**config.mk**
```make
export PLATFORM = sky130hd
export DESIGN_NAME = roi_readout_seq
export DESIGN_NICKNAME = d
export VERILOG_FILES = /design/src/rtl/roi_seq_pkg.sv /design/src/rtl/roi_cfg_latch.sv /design/src/rtl/roi_phase_ctrl.sv /design/src/rtl/roi_addr_gen.sv /design/src/rtl/roi_period_meter.sv /design/src/rtl/roi_readout_seq.sv
export SDC_FILE = /design/constraint.sdc
export NUM_CORES = 1
export LEC_CHECK = 0
export BUFFER_PORTS_ARGS = -buffer_cell sky130_fd_sc_hd__clkbuf_2
export CORE_MARGIN = 4
export CORE_UTILIZATION = 65
export DETAILED_ROUTE_END_ITERATION = 12
export PLACE_DENSITY = 0.95
export REMOVE_ABC_BUFFERS = 1
export SYNTH_ARGS = -nofsm -noshare
export SYNTH_HDL_FRONTEND = slang
export SYNTH_SLANG_ARGS = --single-unit
export TNS_END_PERCENT = 20
```
**constraint.sdc**
```tcl
create_clock -name clk -period 13.16 [get_ports clk]
set_input_delay 1.316 -clock clk [delete_from_list [all_inputs] [get_ports clk]]
set_output_delay 1.316 -clock clk [all_outputs]
set_load 0.005 [all_outputs]
```
**src/rtl/roi_seq_pkg.sv**
```systemverilog
// Shared constants, phase type and width helper for the ROI readout sequencer.
// Assumes: columns are grouped into fixed kernels of KERNEL_PIX pixels.
package roi_seq_pkg;

    localparam int KERNEL_PIX        = 24;
    localparam int SLOTS_PER_KERNEL  = 2;

    typedef enum logic [1:0] {
        PH_FOT  = 2'd0,
        PH_ROT  = 2'd1,
        PH_READ = 2'd2
    } seq_phase_e;

    // Bits needed to hold any kernel index reachable from an x_w-bit pixel value.
    function automatic int kern_addr_bits(input int x_w);
        return $clog2((((1 << x_w) + KERNEL_PIX - 1) / KERNEL_PIX) + 1);
    endfunction

endpackage

```
**src/rtl/roi_cfg_latch.sv**
```systemverilog
// Derives the per-frame readout settings from the raw configuration inputs
// and holds them in shadow registers loaded at frame start.
// Assumes: 'load' is high only in the first cycle of a frame. In that cycle
// the live derived values are passed through so the frame uses them at once.
module roi_cfg_latch
    import roi_seq_pkg::*;
#(
    parameter int X_W = 11,
    parameter int Y_W = 11,
    parameter int O_W = 10,
    parameter int KW  = 7
) (
    input  logic           clk,
    input  logic           rst_n,
    input  logic           load,
    input  logic [X_W-1:0] x_start,
    input  logic [X_W-1:0] x_width,
    input  logic [Y_W-1:0] y_start,
    input  logic [Y_W-1:0] y_height,
    input  logic [O_W-1:0] fot_len,
    input  logic [O_W-1:0] rot_len,
    input  logic           subsample,
    output logic [O_W-1:0] eff_fot,
    output logic [O_W-1:0] eff_rot,
    output logic [KW-1:0]  eff_n_kern,
    output logic [KW-1:0]  eff_k_start,
    output logic [Y_W-1:0] eff_n_lines,
    output logic [Y_W-1:0] eff_y_start,
    output logic           eff_sub
);

    logic [X_W:0]   w_sum;
    logic [X_W:0]   k_raw;
    logic [X_W-1:0] ks_raw;
    logic [Y_W:0]   h_half;

    logic [O_W-1:0] d_fot, d_rot, q_fot, q_rot;
    logic [KW-1:0]  d_nk, d_ks, q_nk, q_ks;
    logic [Y_W-1:0] d_nl, q_nl, q_ys;
    logic           q_sub;

    // Clamp lengths, round the width up to whole kernels, count the lines.
    always_comb begin
        w_sum  = {1'b0, x_width} + (X_W+1)'(KERNEL_PIX - 1);
        k_raw  = w_sum / (X_W+1)'(KERNEL_PIX);
        ks_raw = x_start / X_W'(KERNEL_PIX);
        h_half = ({1'b0, y_height} + (Y_W+1)'(1)) >> 1;
        d_fot  = (fot_len == '0) ? O_W'(1) : fot_len;
        d_rot  = (rot_len == '0) ? O_W'(1) : rot_len;
        d_nk   = (x_width == '0) ? KW'(1) : KW'(k_raw);
        d_ks   = KW'(ks_raw);
        if (y_height == '0)
            d_nl = Y_W'(1);
        else if (subsample)
            d_nl = Y_W'(h_half);
        else
            d_nl = y_height;
    end

    // Shadow registers, written only at frame start.
    always_ff @(posedge clk) begin
        if (!rst_n) begin
            q_fot <= O_W'(1);
            q_rot <= O_W'(1);
            q_nk  <= KW'(1);
            q_ks  <= '0;
            q_nl  <= Y_W'(1);
            q_ys  <= '0;
            q_sub <= 1'b0;
        end else if (load) begin
            q_fot <= d_fot;
            q_rot <= d_rot;
            q_nk  <= d_nk;
            q_ks  <= d_ks;
            q_nl  <= d_nl;
            q_ys  <= y_start;
            q_sub <= subsample;
        end
    end

    // Bypass the shadow in the loading cycle.
    always_comb begin
        eff_fot     = load ? d_fot     : q_fot;
        eff_rot     = load ? d_rot     : q_rot;
        eff_n_kern  = load ? d_nk      : q_nk;
        eff_k_start = load ? d_ks      : q_ks;
        eff_n_lines = load ? d_nl      : q_nl;
        eff_y_start = load ? y_start   : q_ys;
        eff_sub     = load ? subsample : q_sub;
    end

endmodule

```
**src/rtl/roi_phase_ctrl.sv**
```systemverilog
// Phase state machine: frame overhead, then per line row overhead and
// two-slot kernel readout, then back to frame overhead.
// Assumes: all lengths and counts presented are at least 1.
module roi_phase_ctrl
    import roi_seq_pkg::*;
#(
    parameter int Y_W = 11,
    parameter int O_W = 10,
    parameter int KW  = 7
) (
    input  logic           clk,
    input  logic           rst_n,
    input  logic [O_W-1:0] fot_len,
    input  logic [O_W-1:0] rot_len,
    input  logic [KW-1:0]  n_kern,
    input  logic [Y_W-1:0] n_lines,
    output seq_phase_e     phase,
    output logic [KW-1:0]  kern_cnt,
    output logic           slot,
    output logic [Y_W-1:0] line_cnt,
    output logic           frame_start,
    output logic           frame_last
);

    logic [O_W-1:0] ovh_cnt;
    logic           last_kern;
    logic           last_line;

    // Decode the end-of-interval conditions.
    always_comb begin
        last_kern   = (kern_cnt == n_kern - KW'(1));
        last_line   = (line_cnt == n_lines - Y_W'(1));
        frame_start = (phase == PH_FOT) && (ovh_cnt == '0);
        frame_last  = (phase == PH_READ) && slot && last_kern && last_line;
    end

    // Advance the phase and its counters.
    always_ff @(posedge clk) begin
        if (!rst_n) begin
            phase    <= PH_FOT;
            ovh_cnt  <= '0;
            kern_cnt <= '0;
            slot     <= 1'b0;
            line_cnt <= '0;
        end else begin
            case (phase)
                PH_FOT: begin
                    if (ovh_cnt == fot_len - O_W'(1)) begin
                        phase    <= PH_ROT;
                        ovh_cnt  <= '0;
                        line_cnt <= '0;
                    end else begin
                        ovh_cnt <= ovh_cnt + O_W'(1);
                    end
                end
                PH_ROT: begin
                    if (ovh_cnt == rot_len - O_W'(1)) begin
                        phase    <= PH_READ;
                        ovh_cnt  <= '0;
                        kern_cnt <= '0;
                        slot     <= 1'b0;
                    end else begin
                        ovh_cnt <= ovh_cnt + O_W'(1);
                    end
                end
                PH_READ: begin
                    slot <= ~slot;
                    if (slot) begin
                        if (!last_kern) begin
                            kern_cnt <= kern_cnt + KW'(1);
                        end else if (last_line) begin
                            phase   <= PH_FOT;
                            ovh_cnt <= '0;
                        end else begin
                            phase    <= PH_ROT;
                            ovh_cnt  <= '0;
                            line_cnt <= line_cnt + Y_W'(1);
                        end
                    end
                end
                default: begin
                    phase   <= PH_FOT;
                    ovh_cnt <= '0;
                end
            endcase
        end
    end

endmodule

```
**src/rtl/roi_addr_gen.sv**
```systemverilog
// Maps the phase state to the readout outputs: valids, strobe, row and
// kernel address. Purely combinational from registered state.
// Assumes: y step is 1 or 2 lines; addresses wrap at their widths.
module roi_addr_gen
    import roi_seq_pkg::*;
#(
    parameter int Y_W = 11,
    parameter int KW  = 7
) (
    input  seq_phase_e     phase,
    input  logic [KW-1:0]  kern_cnt,
    input  logic           slot,
    input  logic [Y_W-1:0] line_cnt,
    input  logic [KW-1:0]  k_start,
    input  logic [Y_W-1:0] y_start,
    input  logic           sub,
    output logic           frame_valid,
    output logic           line_valid,
    output logic           kernel_strobe,
    output logic [Y_W-1:0] row_addr,
    output logic [KW-1:0]  kernel_addr
);

    logic [Y_W-1:0] row_off;

    // Build valids, strobe and addresses.
    always_comb begin
        row_off       = sub ? {line_cnt[Y_W-2:0], 1'b0} : line_cnt;
        frame_valid   = (phase == PH_ROT) || (phase == PH_READ);
        line_valid    = (phase == PH_READ);
        kernel_strobe = (phase == PH_READ) && !slot;
        row_addr      = y_start + row_off;
        kernel_addr   = k_start + kern_cnt;
    end

endmodule

```
**src/rtl/roi_period_meter.sv**
```systemverilog
// Counts the cycles of each frame and publishes the total at frame end.
// Assumes: frame_last is high for exactly the final cycle of a frame.
module roi_period_meter #(
    parameter int PER_W = 24
) (
    input  logic             clk,
    input  logic             rst_n,
    input  logic             frame_last,
    output logic [PER_W-1:0] frame_period
);

    logic [PER_W-1:0] cyc;

    // Count within the frame; capture the length on the last cycle.
    always_ff @(posedge clk) begin
        if (!rst_n) begin
            cyc          <= '0;
            frame_period <= '0;
        end else if (frame_last) begin
            cyc          <= '0;
            frame_period <= cyc + PER_W'(1);
        end else begin
            cyc <= cyc + PER_W'(1);
        end
    end

endmodule

```
**src/rtl/roi_readout_seq.sv**
```systemverilog
// Top of the windowed readout sequencer: configuration shadowing, phase
// control, address mapping and frame length measurement.
// Assumes: frames run back to back from reset release.
module roi_readout_seq
    import roi_seq_pkg::*;
#(
    parameter int X_W   = 11,
    parameter int Y_W   = 11,
    parameter int O_W   = 10,
    parameter int PER_W = 24,
    localparam int KW   = kern_addr_bits(X_W)
) (
    input  logic             clk,
    input  logic             rst_n,
    input  logic [X_W-1:0]   cfg_x_start,
    input  logic [X_W-1:0]   cfg_x_width,
    input  logic [Y_W-1:0]   cfg_y_start,
    input  logic [Y_W-1:0]   cfg_y_height,
    input  logic [O_W-1:0]   cfg_fot_len,
    input  logic [O_W-1:0]   cfg_rot_len,
    input  logic             cfg_subsample,
    output logic             frame_valid,
    output logic             line_valid,
    output logic             kernel_strobe,
    output logic [Y_W-1:0]   row_addr,
    output logic [KW-1:0]    kernel_addr,
    output logic [PER_W-1:0] frame_period
);

    logic [O_W-1:0] eff_fot, eff_rot;
    logic [KW-1:0]  eff_n_kern, eff_k_start, kern_cnt;
    logic [Y_W-1:0] eff_n_lines, eff_y_start, line_cnt;
    logic           eff_sub, slot, frame_start, frame_last;
    seq_phase_e     phase;

    roi_cfg_latch #(.X_W(X_W), .Y_W(Y_W), .O_W(O_W), .KW(KW)) u_cfg (
        .clk         (clk),
        .rst_n       (rst_n),
        .load        (frame_start),
        .x_start     (cfg_x_start),
        .x_width     (cfg_x_width),
        .y_start     (cfg_y_start),
        .y_height    (cfg_y_height),
        .fot_len     (cfg_fot_len),
        .rot_len     (cfg_rot_len),
        .subsample   (cfg_subsample),
        .eff_fot     (eff_fot),
        .eff_rot     (eff_rot),
        .eff_n_kern  (eff_n_kern),
        .eff_k_start (eff_k_start),
        .eff_n_lines (eff_n_lines),
        .eff_y_start (eff_y_start),
        .eff_sub     (eff_sub)
    );

    roi_phase_ctrl #(.Y_W(Y_W), .O_W(O_W), .KW(KW)) u_ctrl (
        .clk         (clk),
        .rst_n       (rst_n),
        .fot_len     (eff_fot),
        .rot_len     (eff_rot),
        .n_kern      (eff_n_kern),
        .n_lines     (eff_n_lines),
        .phase       (phase),
        .kern_cnt    (kern_cnt),
        .slot        (slot),
        .line_cnt    (line_cnt),
        .frame_start (frame_start),
        .frame_last  (frame_last)
    );

    roi_addr_gen #(.Y_W(Y_W), .KW(KW)) u_addr (
        .phase         (phase),
        .kern_cnt      (kern_cnt),
        .slot          (slot),
        .line_cnt      (line_cnt),
        .k_start       (eff_k_start),
        .y_start       (eff_y_start),
        .sub           (eff_sub),
        .frame_valid   (frame_valid),
        .line_valid    (line_valid),
        .kernel_strobe (kernel_strobe),
        .row_addr      (row_addr),
        .kernel_addr   (kernel_addr)
    );

    roi_period_meter #(.PER_W(PER_W)) u_meter (
        .clk          (clk),
        .rst_n        (rst_n),
        .frame_last   (frame_last),
        .frame_period (frame_period)
    );

endmodule

```
# After elaboration in Yosys (flattened, before gate mapping)
# Index checks and enable logic that the tools add are counted.
# op_classes
n_addsub	12
bitwise	2
muxes	35
n_reduce_logical	21
eq_ne	12
div_mod_pow	2
# ops
op	n
11-bit two-way mux	9
10-bit two-way mux	8
7-bit two-way mux	6
10-bit logical NOT	3
10-bit one-hot mux with 3 select lines	1
24-bit by 1-bit adder with 24-bit output (second input constant)	1
11-bit logical NOT	2
11-bit one-hot mux with 2 select lines	1
10-bit == test	2
10-bit by 1-bit subtractor with 10-bit output (second input constant)	2
7-bit one-hot mux with 2 select lines	1
11-bit by 1-bit adder with 12-bit output (second input constant)	1
11-bit by 5-bit adder with 12-bit output (second input constant)	1
12-bit by 5-bit divider with 12-bit output (second input constant)	1
11-bit by 1-bit adder with 11-bit output (second input constant)	1
11-bit adder	1
11-bit by 5-bit divider with 11-bit output (second input constant)	1
11-bit == test	1
11-bit by 1-bit subtractor with 11-bit output (second input constant)	1
10-bit by 1-bit adder with 10-bit output (second input constant)	1
2-bit two-way mux	4
2-bit inequality test (second input constant)	4
4-bit AND reduction	2
7-bit by 1-bit adder with 7-bit output (second input constant)	1
18 further kinds	28
# word_totals
input_bits	67
output_inout_bits	45
register_bits	136

# Depth between registers and ports, before layout
# Gate-level depths: netlist (run 1).
# logic_depth
ltp_word	10
mapped_depth	23
depth_no_buf	20

# Modules after synthesis
# From an unflattened synthesis (run 1), not the netlist that was laid out.
# hier_totals
cells_unflattened	1181
area_unflattened_um2	9678.0
# by_module_without_submodules
mod	cells_per_inst	area_per_inst_um2	seq_area_each_um2	instances
roi_cfg_latch	490	4027.6	1141.1	1
roi_phase_ctrl	387	2984.1	620.6	1
roi_period_meter	208	1860.5	960.9	1
roi_addr_gen	96	805.8	0.0	1

# Worst setup path before layout (run 1)
# OpenSTA, ideal clock, no wires.
# synth_path
path_type	register to output
startpoint	reg u_ctrl.ovh_cnt[0]
endpoint	out row_addr[10]
stages_incl_launch_ff	23
n_path_buf	5
slack_ns	6.972
arrival_time_ns	4.872
required_ns	11.844
cell_sequence	dfxtp_1 > clkbuf_1 > inv_1 > ha_1 > and4bb_1 > nand3_1 > buf_2 > buf_2 > clkbuf_1 > mux2i_1 > clkbuf_1 > mux2_2 > fa_1 > a21oi_1 > nor2_1 > nor2_1 > o21bai_1 > a21oi_1 > o21bai_1 > a21oi_1 > o21bai_1 > a21oi_1 > xnor2_1
# synth_via
elab_chain_cells	5
elab_cells_between_ends	6
cone_classes	add/sub: 1; mux: 3; reduce/logical: 2
# synth_rtl
item	line	text
start: declaration	roi_phase_ctrl.sv:25	logic [O_W-1:0] ovh_cnt;
start signal: assignment	roi_phase_ctrl.sv:53	ovh_cnt <= ovh_cnt + O_W'(1);
start signal: assignment	roi_phase_ctrl.sv:63	ovh_cnt <= ovh_cnt + O_W'(1);
10-bit logical NOT *	roi_phase_ctrl.sv:33	frame_start = (phase == PH_FOT) && (ovh_cnt == '0);
1-bit logical AND *	roi_phase_ctrl.sv:33	
1-bit two-way mux	roi_cfg_latch.sv:89	eff_sub = load ? subsample : q_sub;
11-bit two-way mux	roi_addr_gen.sv:28	row_off = sub ? {line_cnt[Y_W-2:0], 1'b0} : line_cnt;
11-bit adder *	roi_addr_gen.sv:32	row_addr = y_start + row_off;
end: declaration	roi_readout_seq.sv:25	output logic [Y_W-1:0] row_addr,
# Mark *: on every way between the ends. The rest lies on a longest branch, timed or not.

# Worst setup path after layout (run 1)
# layout_path
startpoint	reg u_ctrl.ovh_cnt[9]
endpoint	out row_addr[10]
# Same word-level chain as after synthesis.

==> results_dict.tcl, run 1 <==
set metrics [dict create \
    crit_type "reg2out" \
    setup_viol_count_final 0 \
    die_x_um 130.3 \
    tns_ps 0 \
    drive_gt1_share_pct 14.47 \
    required_ps 11840 \
    hold_class "reg2reg" \
    status "finished clean" \
    max_slew_margin_pct 23.16 \
    die_h_um 130.3 \
    maxSlewViolCount 0 \
    p_leak_nw 4.321 \
    drc 0 \
    syn_to_final_growth_pct 11.18 \
    synth_warnings 0 \
    insertion_delay_ps 430 \
    cts.sinks 136 \
    grt.total_usage_pct 30.21 \
    synth-async-reset-ratio_pct 0 \
    ys_seq_elements 136 \
    diodes 0 \
    antenna_found_initial 0 \
    postLayoutCoreUtil_pct 74.13 \
    hold_viol 0 \
    min_to "u_cfg.q_ys[8]$_SDFF_PN0_" \
    synth.lib_cells_used.distinct 93 \
    cts_tree "done" \
    place_ws_ps 6345 \
    ff2ff_setup_slack_ps 7420 \
    drt_first_pass_iters 6 \
    final_common_cell "nor2_1" \
    setup.worst_path.start_class "register" \
    grt_pass1_wl_um 42520 \
    portBuffers 108 \
    clkTransAtPathRegs_ps 60 \
    r2r-start "u_ctrl.ovh_cnt[9]$_SDFFE_PN0P_" \
    synth-edff-count 0 \
    cts-buffers-inserted 17 \
    syn-instance-count 1252 \
    syn_area_per_cell_um2 7.770 \
    p_per_area_mw_per_mm2 190.0 \
    num_io_pins 112 \
    ctsLongestPathBuffers 2 \
    h-tree-depth 4 \
    cp_max_fo 28 \
    hold_buffers 0 \
    maxCapViolCount 0 \
    max-vdd-ir-drop_mv 0.1118 \
    grt_overflow_total 0 \
    max_freq_mhz 146.3 \
    hpwl_um 17880 \
    cts_resized 0 \
    hold_depth 2 \
    ys_seq_area_share_pct 27.99 \
    clock_skew_ps 6.455 \
    synth_flop_cell "dfxtp_1" \
    place.gp.congestion 0.9747 \
    ant_nets 0 \
    setup_ws_ps 6324 \
    drtIter0Drc 1151 \
    reg2regPathDepth 15 \
    fin_crit_sh_pct 51.95 \
    cp-end-kind "output pin" \
    r2r_end "u_meter.frame_period[4]$_SDFFE_PN0P_" \
    core-area_mm2 0.01459 \
    finalNetCount 1409 \
    viasPerCell 6.505 \
    finalCriticalPeriod_ps 6836 \
    num_vias 9784 \
    hold_start "u_cfg.q_ys[8]$_SDFF_PN0_" \
    wl_per_cell_um 17.23 \
    grt_start_max_net_pins 47 \
    start_util_pct 66.68 \
    rsz0062_at_grt "false" \
    die-area_mm2 0.01699 \
    root_buffer "clkbuf_16" \
    rows 44 \
    mostFrequentLayoutCells "nor2_1, dfxtp_1, nand2_1, clkbuf_2, a21oi_1" \
    worstMarginPinSlew_ps 1120 \
    netlist_area_mm2 0.009728 \
    totalWireLength_um 25910 \
    grt_pass1_vias 9212 \
    crit_arrival_ps 5520 \
    post-cts-setup-buffers 0 \
]
[worst max path at each step]
stage                                              start                          to
after CTS                 u_ctrl.ovh_cnt[9]$_SDFFE_PN0P_                row_addr[10]
after detailed placement                  cfg_x_width[0]  u_meter.cyc[16]$_SDFF_PP0_
final                     u_ctrl.ovh_cnt[9]$_SDFFE_PN0P_                row_addr[10]
after global routing      u_ctrl.ovh_cnt[2]$_SDFFE_PN0P_                row_addr[10]
after global placement                    cfg_x_width[0]  u_meter.cyc[21]$_SDFF_PP0_
after floorplan             u_ctrl.phase[0]$_SDFFE_PN0P_                row_addr[10]
[stage by stage]
stage	total power [mW]	std cells	hold WS [ps]	cell area, µm²
5_1_grt	2.174	1504	480.9	10820
6_report	2.055	1504	468.2	10820
3_5_place_dp	1.546	1472	452.6	10230
4_1_cts	2.034	1504	463.7	10820
2_1_floorplan	1.290	1175	426.5	9400
3_3_place_gp	1.497	1472	448.0	10230
[cell usage after synthesis, types with 6 or more instances]
master,n,area share [%]
nor2_1,160,6.2
dfxtp_1,136,28
nand2_1,119,4.6
a21oi_1,70,3.6
xnor2_1,67,6.0
clkbuf_1,56,2.2
inv_1,47,1.8
nand3_1,47,2.4
mux2i_1,43,4.4
nor3_1,42,2.2
o21ai_0,39,2.0
ha_1,33,4.2
xor2_1,30,2.7
nand4_1,27,1.7
a211oi_1,22,1.7
o2111ai_1,19,1.7
a31oi_1,18,1.2
nor2b_1,14,0.90
o211ai_1,14,1.1
and2_1,13,0.84
nor4_1,12,0.77
a2111o_1,10,1.2
and3_1,10,0.64
buf_2,10,0.51
mux2_2,10,1.2
nand2b_1,10,0.64
or3_1,10,0.64
o31ai_1,9,0.69
a21o_1,8,0.62
o21bai_1,8,0.62
or2_2,8,0.51
a211o_1,7,0.63
or4_1,7,0.54
a221oi_1,6,0.54
and4_1,6,0.54
buf_1,6,0.23
[routing by layer]
metal / share of wire, % / global-route usage, %
met2: 47 / 50.21
met1: 41 / 38.06
met4: 2.5 / 11.07
met3: 9.3 / 7.614
met5: 0 / 0
[layout make-up]
type                    instances  area [µm²]
multi-input cells             992        6521
clock inverters                14       147.6
inverters                      47       176.4
clock buffers                  18       439.2
well taps                     184       230.2
flip-flops and latches        136        2723
fillers                       996        3774
repair buffers                113       578.1
[flip-flops by register name (all words and copies together), names as in the netlist, 10 cells and up]
| register | count |
|---|---|
| u_meter.cyc | 24 |
| u_meter.frame_period | 24 |
| u_cfg.q_nl | 11 |
| u_cfg.q_ys | 11 |
| u_ctrl.line_cnt | 11 |
| u_cfg.q_fot | 10 |
| u_cfg.q_rot | 10 |
| u_ctrl.ovh_cnt | 10 |
[cells by family after synthesis]
kind of cell | synth area share, %
buf+inv | 5.183
simple gates | 25.57
flops | 27.99
fa+ha+maj | 4.656
xor+xnor | 8.733
compound gates | 21.67
mux | 6.199
[power breakdown]
group / switching, mW / internal, mW
sequential: 0.0359 / 0.476
combinational: 0.662 / 0.408
clock: 0.189 / 0.285
[worst max-delay path, cell delays in order (launching register included)]
cell	delay [ps]
dfxtp_1	420
nor4_2	720
nand3_4	450
mux2i_1	990
mux2_2	450
fa_1	430
a21oi_1	140
nor2_1	50
nor2_1	160
o21bai_1	100
a21oi_1	230
o21bai_1	100
a21oi_1	240
o21bai_1	110
a21oi_1	220
xnor2_1	150
clkbuf_2	130
Power figures use the tool's default switching activity.
==> run 2: changes to the inputs <==
Settings changed: ABC_AREA set to 1, CORE_UTILIZATION 65 to 54, PLACE_DENSITY 0.95 to 0.87.
Clock period 13.16 ns to 6.1 ns, I/O delays scaled along.
==> run 2 against run 1 <==
Worst hold slack got worse by 20 ps. First-iteration DRC count is 43% lower. Sequential cell count unchanged. Non-clock buffer count is 3 higher. Largest cell class unchanged. Largest power group unchanged.
==> results_dict.tcl, run 2 <==
set metrics [dict create \
    status "finished clean" \
    required_ps 5490 \
    grt_start_max_net_pins 52 \
    ant_nets 0 \
    cp_max_fo 4 \
    synth_top_area_cell "dfxtp_1" \
    root_buffer "clkbuf_16" \
    place.gp.congestion 0.9666 \
    synth.lib_cells_used.distinct 52 \
    synth.most_common_cell "nand2_1" \
    finalCriticalPeriod_ps 5144 \
    worstMarginPinSlew_ps 580.7 \
    insertion_delay_ps 420 \
    drtIter0Drc 653 \
    setup.worst_path.start_class "input port" \
    fillCellCount 1435 \
    maxCapViolCount 0 \
    max_freq_mhz 194.4 \
    drt_first_pass_iters 5 \
    finalNetCount 1570 \
    grt_overflow_total 0 \
    post-cts-setup-buffers 0 \
    num_io_pins 112 \
    h-tree-depth 4 \
    drive_gt1_share_pct 13.44 \
    syn_area_per_cell_um2 6.558 \
    grt_pass1_wl_um 36090 \
    hold_viol 0 \
    yosys-top-cells-area "dfxtp_1, nand2_1, xor2_1" \
    grt.total_usage_pct 23.20 \
    die_x_um 137.3 \
    p_leak_nw 4.800 \
    max-vdd-ir-drop_mv 0.2350 \
    clock_skew_ps 7.630 \
    syn_to_final_growth_pct 14.30 \
    antenna_found_initial 0 \
    num_vias 8922 \
    ys_seq_elements 136 \
    hold_class "reg2reg" \
    portBuffers 108 \
    start_util_pct 54.84 \
    synth_commonest_cells "nand2_1, nor2_1, inv_1" \
    reg_top3 "u_meter.cyc (24), u_meter.frame_period (24)" \
    cts_resized 0 \
    cp-end-kind "output pin" \
    rows 47 \
    synth-edff-count 0 \
    clkTransAtPathRegs_ps 50 \
    totalWireLength_um 21290 \
    hold_buffers 0 \
    crit_type "in2out" \
    rsz0062_at_grt "false" \
    synth_warnings 0 \
    drc 0 \
    p_per_area_mw_per_mm2 442.6 \
    crit_arrival_ps 4530 \
    synth-async-reset-ratio_pct 0 \
    syn-instance-count 1377 \
    dp.cells 1669 \
    viasPerCell 5.245 \
    wl_per_cell_um 12.51 \
    tns_ps 0 \
    ys_seq_area_share_pct 30.15 \
    grt_pass1_vias 8397 \
    yosys.area.top_type_share_pct 30.15 \
    mostFrequentLayoutCells "nand2_1, nor2_1, inv_1, dfxtp_1, clkbuf_2" \
    cts.sinks 136 \
    fin_cells 1701 \
    final_common_cell "nand2_1" \
    setup_viol_count_final 0 \
    cts-buffers-inserted 17 \
    maxSlewViolCount 0 \
    die-area_mm2 0.01886 \
    netlist_area_mm2 0.009030 \
    cts_tree "done" \
    ctsLongestPathBuffers 2 \
    hpwl_um 15300 \
    max_slew_margin_pct 60.88 \
    core-area_mm2 0.01647 \
    fin_crit_sh_pct 84.33 \
    synth_flop_cell "dfxtp_1" \
    die_h_um 137.3 \
    diodes 0 \
]
[run 2: kinds of logic (layout without fill, tap and decap cells)]
logic type | count (synthesis) | after routing | synth area share (%)
adders and majority gates | 35 | 35 | 5.016
buffers and inverters | 226 | 330 | 9.824
AOI/OAI and AO/OA | 189 | 189 | 11.31
muxes | 3 | 3 | 0.3326
and+or+nand+nor | 677 | 677 | 32.52
DFF | 136 | 136 | 30.15
xor gates and xnor gates | 111 | 111 | 10.85
[run 2: final cells by class]
class / count / area [µm²] / share of cell area (%)
clock buffer: 19 / 442.9 / 4.291
multi-input combinational: 1015 / 5428 / 52.59
inverter: 182 / 683.2 / 6.619
tap: 220 / 275.3 / 2.667
clock inverter: 13 / 168.9 / 1.637
sequential: 136 / 2723 / 26.38
timing repair buffer: 116 / 600.6 / 5.819
[run 2: critical path, cell delays in order]
cell      delay, ps
clkbuf_2        100
inv_1            40
nor2_1          110
a22oi_1         130
or2_2           320
nand2_1          60
o21ai_0          90
inv_1            80
nor2_1           50
o21ai_0         250
nand2_1         100
inv_1            80
nor2_1           50
o21ai_0         220
a21boi_0        190
o21ai_0         260
o21ai_0         110
a21oi_1         190
nor2_1           60
ha_1            210
fa_1            400
a21oi_1         170
o21bai_1        110
nand2_1          70
nand2_1          40
a21oi_1         150
xor2_1          160
clkbuf_2        130
[run 2: power by group]
part,internal (mW),switching (mW),leakage [nW]
Clock,0.656,0.398,0.286
Combinational,0.816,1.58,3.41
Sequential,1.06,0.0622,1.11
Total,2.53,2.04,4.80
[run 2: path summary, 6_finish.rpt]
| path | from | end | slack, ps | depth (start not counted) |
|---|---|---|---|---|
| max | cfg_x_start[9] | kernel_addr[6] | 960 | 28 |
| min | u_meter.cyc[0]$_SDFF_PP0_ | u_meter.cyc[0]$_SDFF_PP0_ | 450 | 1 |
| max reg2reg | u_ctrl.phase[0]$_SDFFE_PN0P_ | u_meter.cyc[23]$_SDFF_PP0_ | 1430 | 20 |
| min reg2reg | u_meter.cyc[0]$_SDFF_PP0_ | u_meter.cyc[0]$_SDFF_PP0_ | 450 | 1 |
[run 2: per-layer routing]
metal | up-vias | GRT usage (%) | routed length, µm | share of wire (%)
li1 | 4570 | - | - | -
met1 | 4073 | 27.11 | 9178 | 43
met2 | 224 | 41.39 | 10350 | 49
met3 | 55 | 3.689 | 1064 | 5.0
met4 | 0 | 10.92 | 692 | 3.3
met5 | - | 0 | 0 | 0
[run 2: per-stage QoR]
step	cell area [µm²]	power [mW]	util (%)	hold WS [ps]	worst slack [ps]
floorplan	8826	2.879	-	417.3	784.6
global placement	9709	3.394	58.97	428.4	1170
detailed placement	9709	3.469	58.97	440.7	1017
CTS	10320	4.569	62.68	439.7	1008
global route	10320	4.938	62.68	459.8	568.8
finish	10320	4.568	62.68	448.0	956.0
==> run 3: changes to the inputs <==
Settings changed: CORE_UTILIZATION 54 to 59, PLACE_DENSITY 0.87 to 0.9.
Clock period 6.1 ns to 5.24 ns, I/O delays scaled along.
==> run 3 against run 2 <==
Worst hold slack lost 94 ps. Count of clock-buffer cells in the layout up 1. Power increased by 16%. Cell count fell by 2.1%. Via count grew 0.34%. Design area decreased by 0.48%. Clock skew grew 3.2 ps. First-iteration DRC count is 8.4% higher. Die area is 8.0% lower. Critical path type is now reg2reg. Largest cell class unchanged. Largest power group unchanged.
==> results_dict.tcl, run 3 (synthesized netlist as in run 2, its figures left out) <==
set metrics [dict create \
    viasPerCell 5.373 \
    crit_arrival_ps 5080 \
    die_h_um 131.7 \
    grt_pass1_vias 8742 \
    place_ws_ps 181.3 \
    final.hold.worst_slack_ps 353.7 \
    maxSlewViolCount 0 \
    setup.worst_path.start_class "register" \
    die_x_um 131.7 \
    ant_nets 0 \
    cts_tree "done" \
    cts_resized 0 \
    max_slew_margin_pct 58.44 \
    insertion_delay_ps 430 \
    maxCapViolCount 0 \
    grt.total_usage_pct 25.21 \
    clkTransAtPathRegs_ps 60 \
    setup_ws_ps 469.5 \
    start_util_pct 61.20 \
    required_ps 5550 \
    drt_first_pass_iters 5 \
    hold_buffers 0 \
    finalCriticalPeriod_ps 4770 \
    r2r-start "u_ctrl.phase[0]$_SDFFE_PN0P_" \
    finalNetCount 1571 \
    antenna_found_initial 0 \
    pwr-share-comb_pct 52.7 \
    reg2regPathDepth 20 \
    status "finished clean" \
    swShare_pct 44.99 \
    drtIter0Drc 708 \
    drive_gt1_share_pct 13.50 \
    postLayoutCoreUtil_pct 69.62 \
    die-area_mm2 0.01735 \
    root_buffer "clkbuf_16" \
    p_leak_nw 4.808 \
    dp.cells 1634 \
    grt_pass1_wl_um 37580 \
    ctsLongestPathBuffers 2 \
    final_common_cell "nand2_1" \
    place.gp.congestion 0.9378 \
    portBuffers 108 \
    setup.worst_path.start "u_ctrl.phase[0]$_SDFFE_PN0P_" \
    cp_max_fo 25 \
    drc 0 \
    wl_per_cell_um 13.00 \
    max-vdd-ir-drop_mv 0.2635 \
    hold_class "in2reg" \
    rsz0062_at_grt "false" \
    setup_viol_count_final 0 \
    num_vias 8952 \
    fin_cells 1666 \
    power_mw 5.312 \
    cp-end-kind "register" \
    mostFrequentLayoutCells "nand2_1, nor2_1, inv_1, dfxtp_1, clkbuf_2" \
    h-tree-depth 4 \
    power.share.clock_pct 22.6 \
    syn_to_final_growth_pct 13.75 \
    intPower_mw 2.922 \
    r2r_end "u_meter.cyc[12]$_SDFF_PP0_" \
    seqPwrFrac_pct 24.6 \
    clock_skew_ps 10.79 \
    hold_viol 0 \
    p_per_area_mw_per_mm2 517.2 \
    fin_crit_sh_pct 91.04 \
    totalWireLength_um 21650 \
    crit_end "u_meter.cyc[12]$_SDFF_PP0_" \
    cts.sinks 136 \
    worstMarginPinSlew_ps 621.0 \
    cts-buffers-inserted 17 \
    p_switching_mw 2.390 \
    core-area_mm2 0.01475 \
    reg_top3 "u_meter.cyc (24), u_meter.frame_period (24)" \
    grt_start_max_net_pins 43 \
    crit_type "reg2reg" \
    max_freq_mhz 209.6 \
    diodes 0 \
    num_io_pins 112 \
    hpwl_um 15510 \
    post-cts-setup-buffers 0 \
    rows 44 \
    ff2ff_setup_slack_ps 470 \
    grt_overflow_total 0 \
]
[run 3: metal layers]
| layer | track usage [%] | routed length (µm) | vias up |
|---|---|---|---|
| met3 | 5.122 | 1288 | 50 |
| met5 | 0 | 0 | - |
| li1 | - | - | 4577 |
| met2 | 45.67 | 10560 | 262 |
| met4 | 9.568 | 495 | 0 |
| met1 | 29.25 | 9309 | 4063 |
[run 3: area by class of cell]
| class | count | area, µm² |
|---|---|---|
| fillers | 1186 | 4483 |
| multi-input cells | 1015 | 5433 |
| clock inverters | 12 | 137.6 |
| inverters | 182 | 683.2 |
| flip-flops and latches | 136 | 2723 |
| repair buffers | 117 | 608.1 |
| well taps | 184 | 230.2 |
| clock buffers | 20 | 456.7 |
[run 3: worst min path at each step]
stage               slack [ps]  depth (start not counted)                      start                   endpoint
floorplan                  420                          1  u_meter.cyc[0]$_SDFF_PP0_  u_meter.cyc[0]$_SDFF_PP0_
global placement           430                          1  u_meter.cyc[0]$_SDFF_PP0_  u_meter.cyc[0]$_SDFF_PP0_
detailed placement         440                          1  u_meter.cyc[0]$_SDFF_PP0_  u_meter.cyc[0]$_SDFF_PP0_
CTS                        350                          3             cfg_y_start[2]   u_cfg.q_ys[2]$_SDFF_PN0_
global route               370                          3             cfg_y_start[2]   u_cfg.q_ys[2]$_SDFF_PN0_
finish                     350                          3             cfg_y_start[2]   u_cfg.q_ys[2]$_SDFF_PN0_
[run 3: power by group through the flow]
stage / Sequential [mW] / Combinational (mW) / Clock, mW
2_1_floorplan: 1.31 / 2.04 / 0
3_3_place_gp: 1.32 / 2.64 / 0
3_5_place_dp: 1.33 / 2.71 / 0
4_1_cts: 1.31 / 2.78 / 1.21
5_1_grt: 1.33 / 3.14 / 1.26
6_report: 1.31 / 2.80 / 1.20
[run 3: worst max-delay path, cell delays in order (launching register included)]
cell and delay (ps):
dfxtp_1 330, inv_1 100, ha_1 290, nand4_1 210
nor2_4 410, buf_4 390, nand2_1 110, inv_2 120
nand2_1 80, o21a_1 140, inv_1 120, ha_1 260
xnor2_1 130, a21oi_1 180, nand4_1 160, nor4_1 420
nand4_1 230, nor2_1 230, nand2_2 310, nand2_4 340
nor2_1 80
[run 3: metrics by stage]
stage | area (µm²) | setup TNS [ps]
6_report | 10270 | 0
5_1_grt | 10270 | 0
4_1_cts | 10270 | 0
3_5_place_dp | 9672 | 0
3_3_place_gp | 9672 | 0
2_1_floorplan | 8826 | -829.2
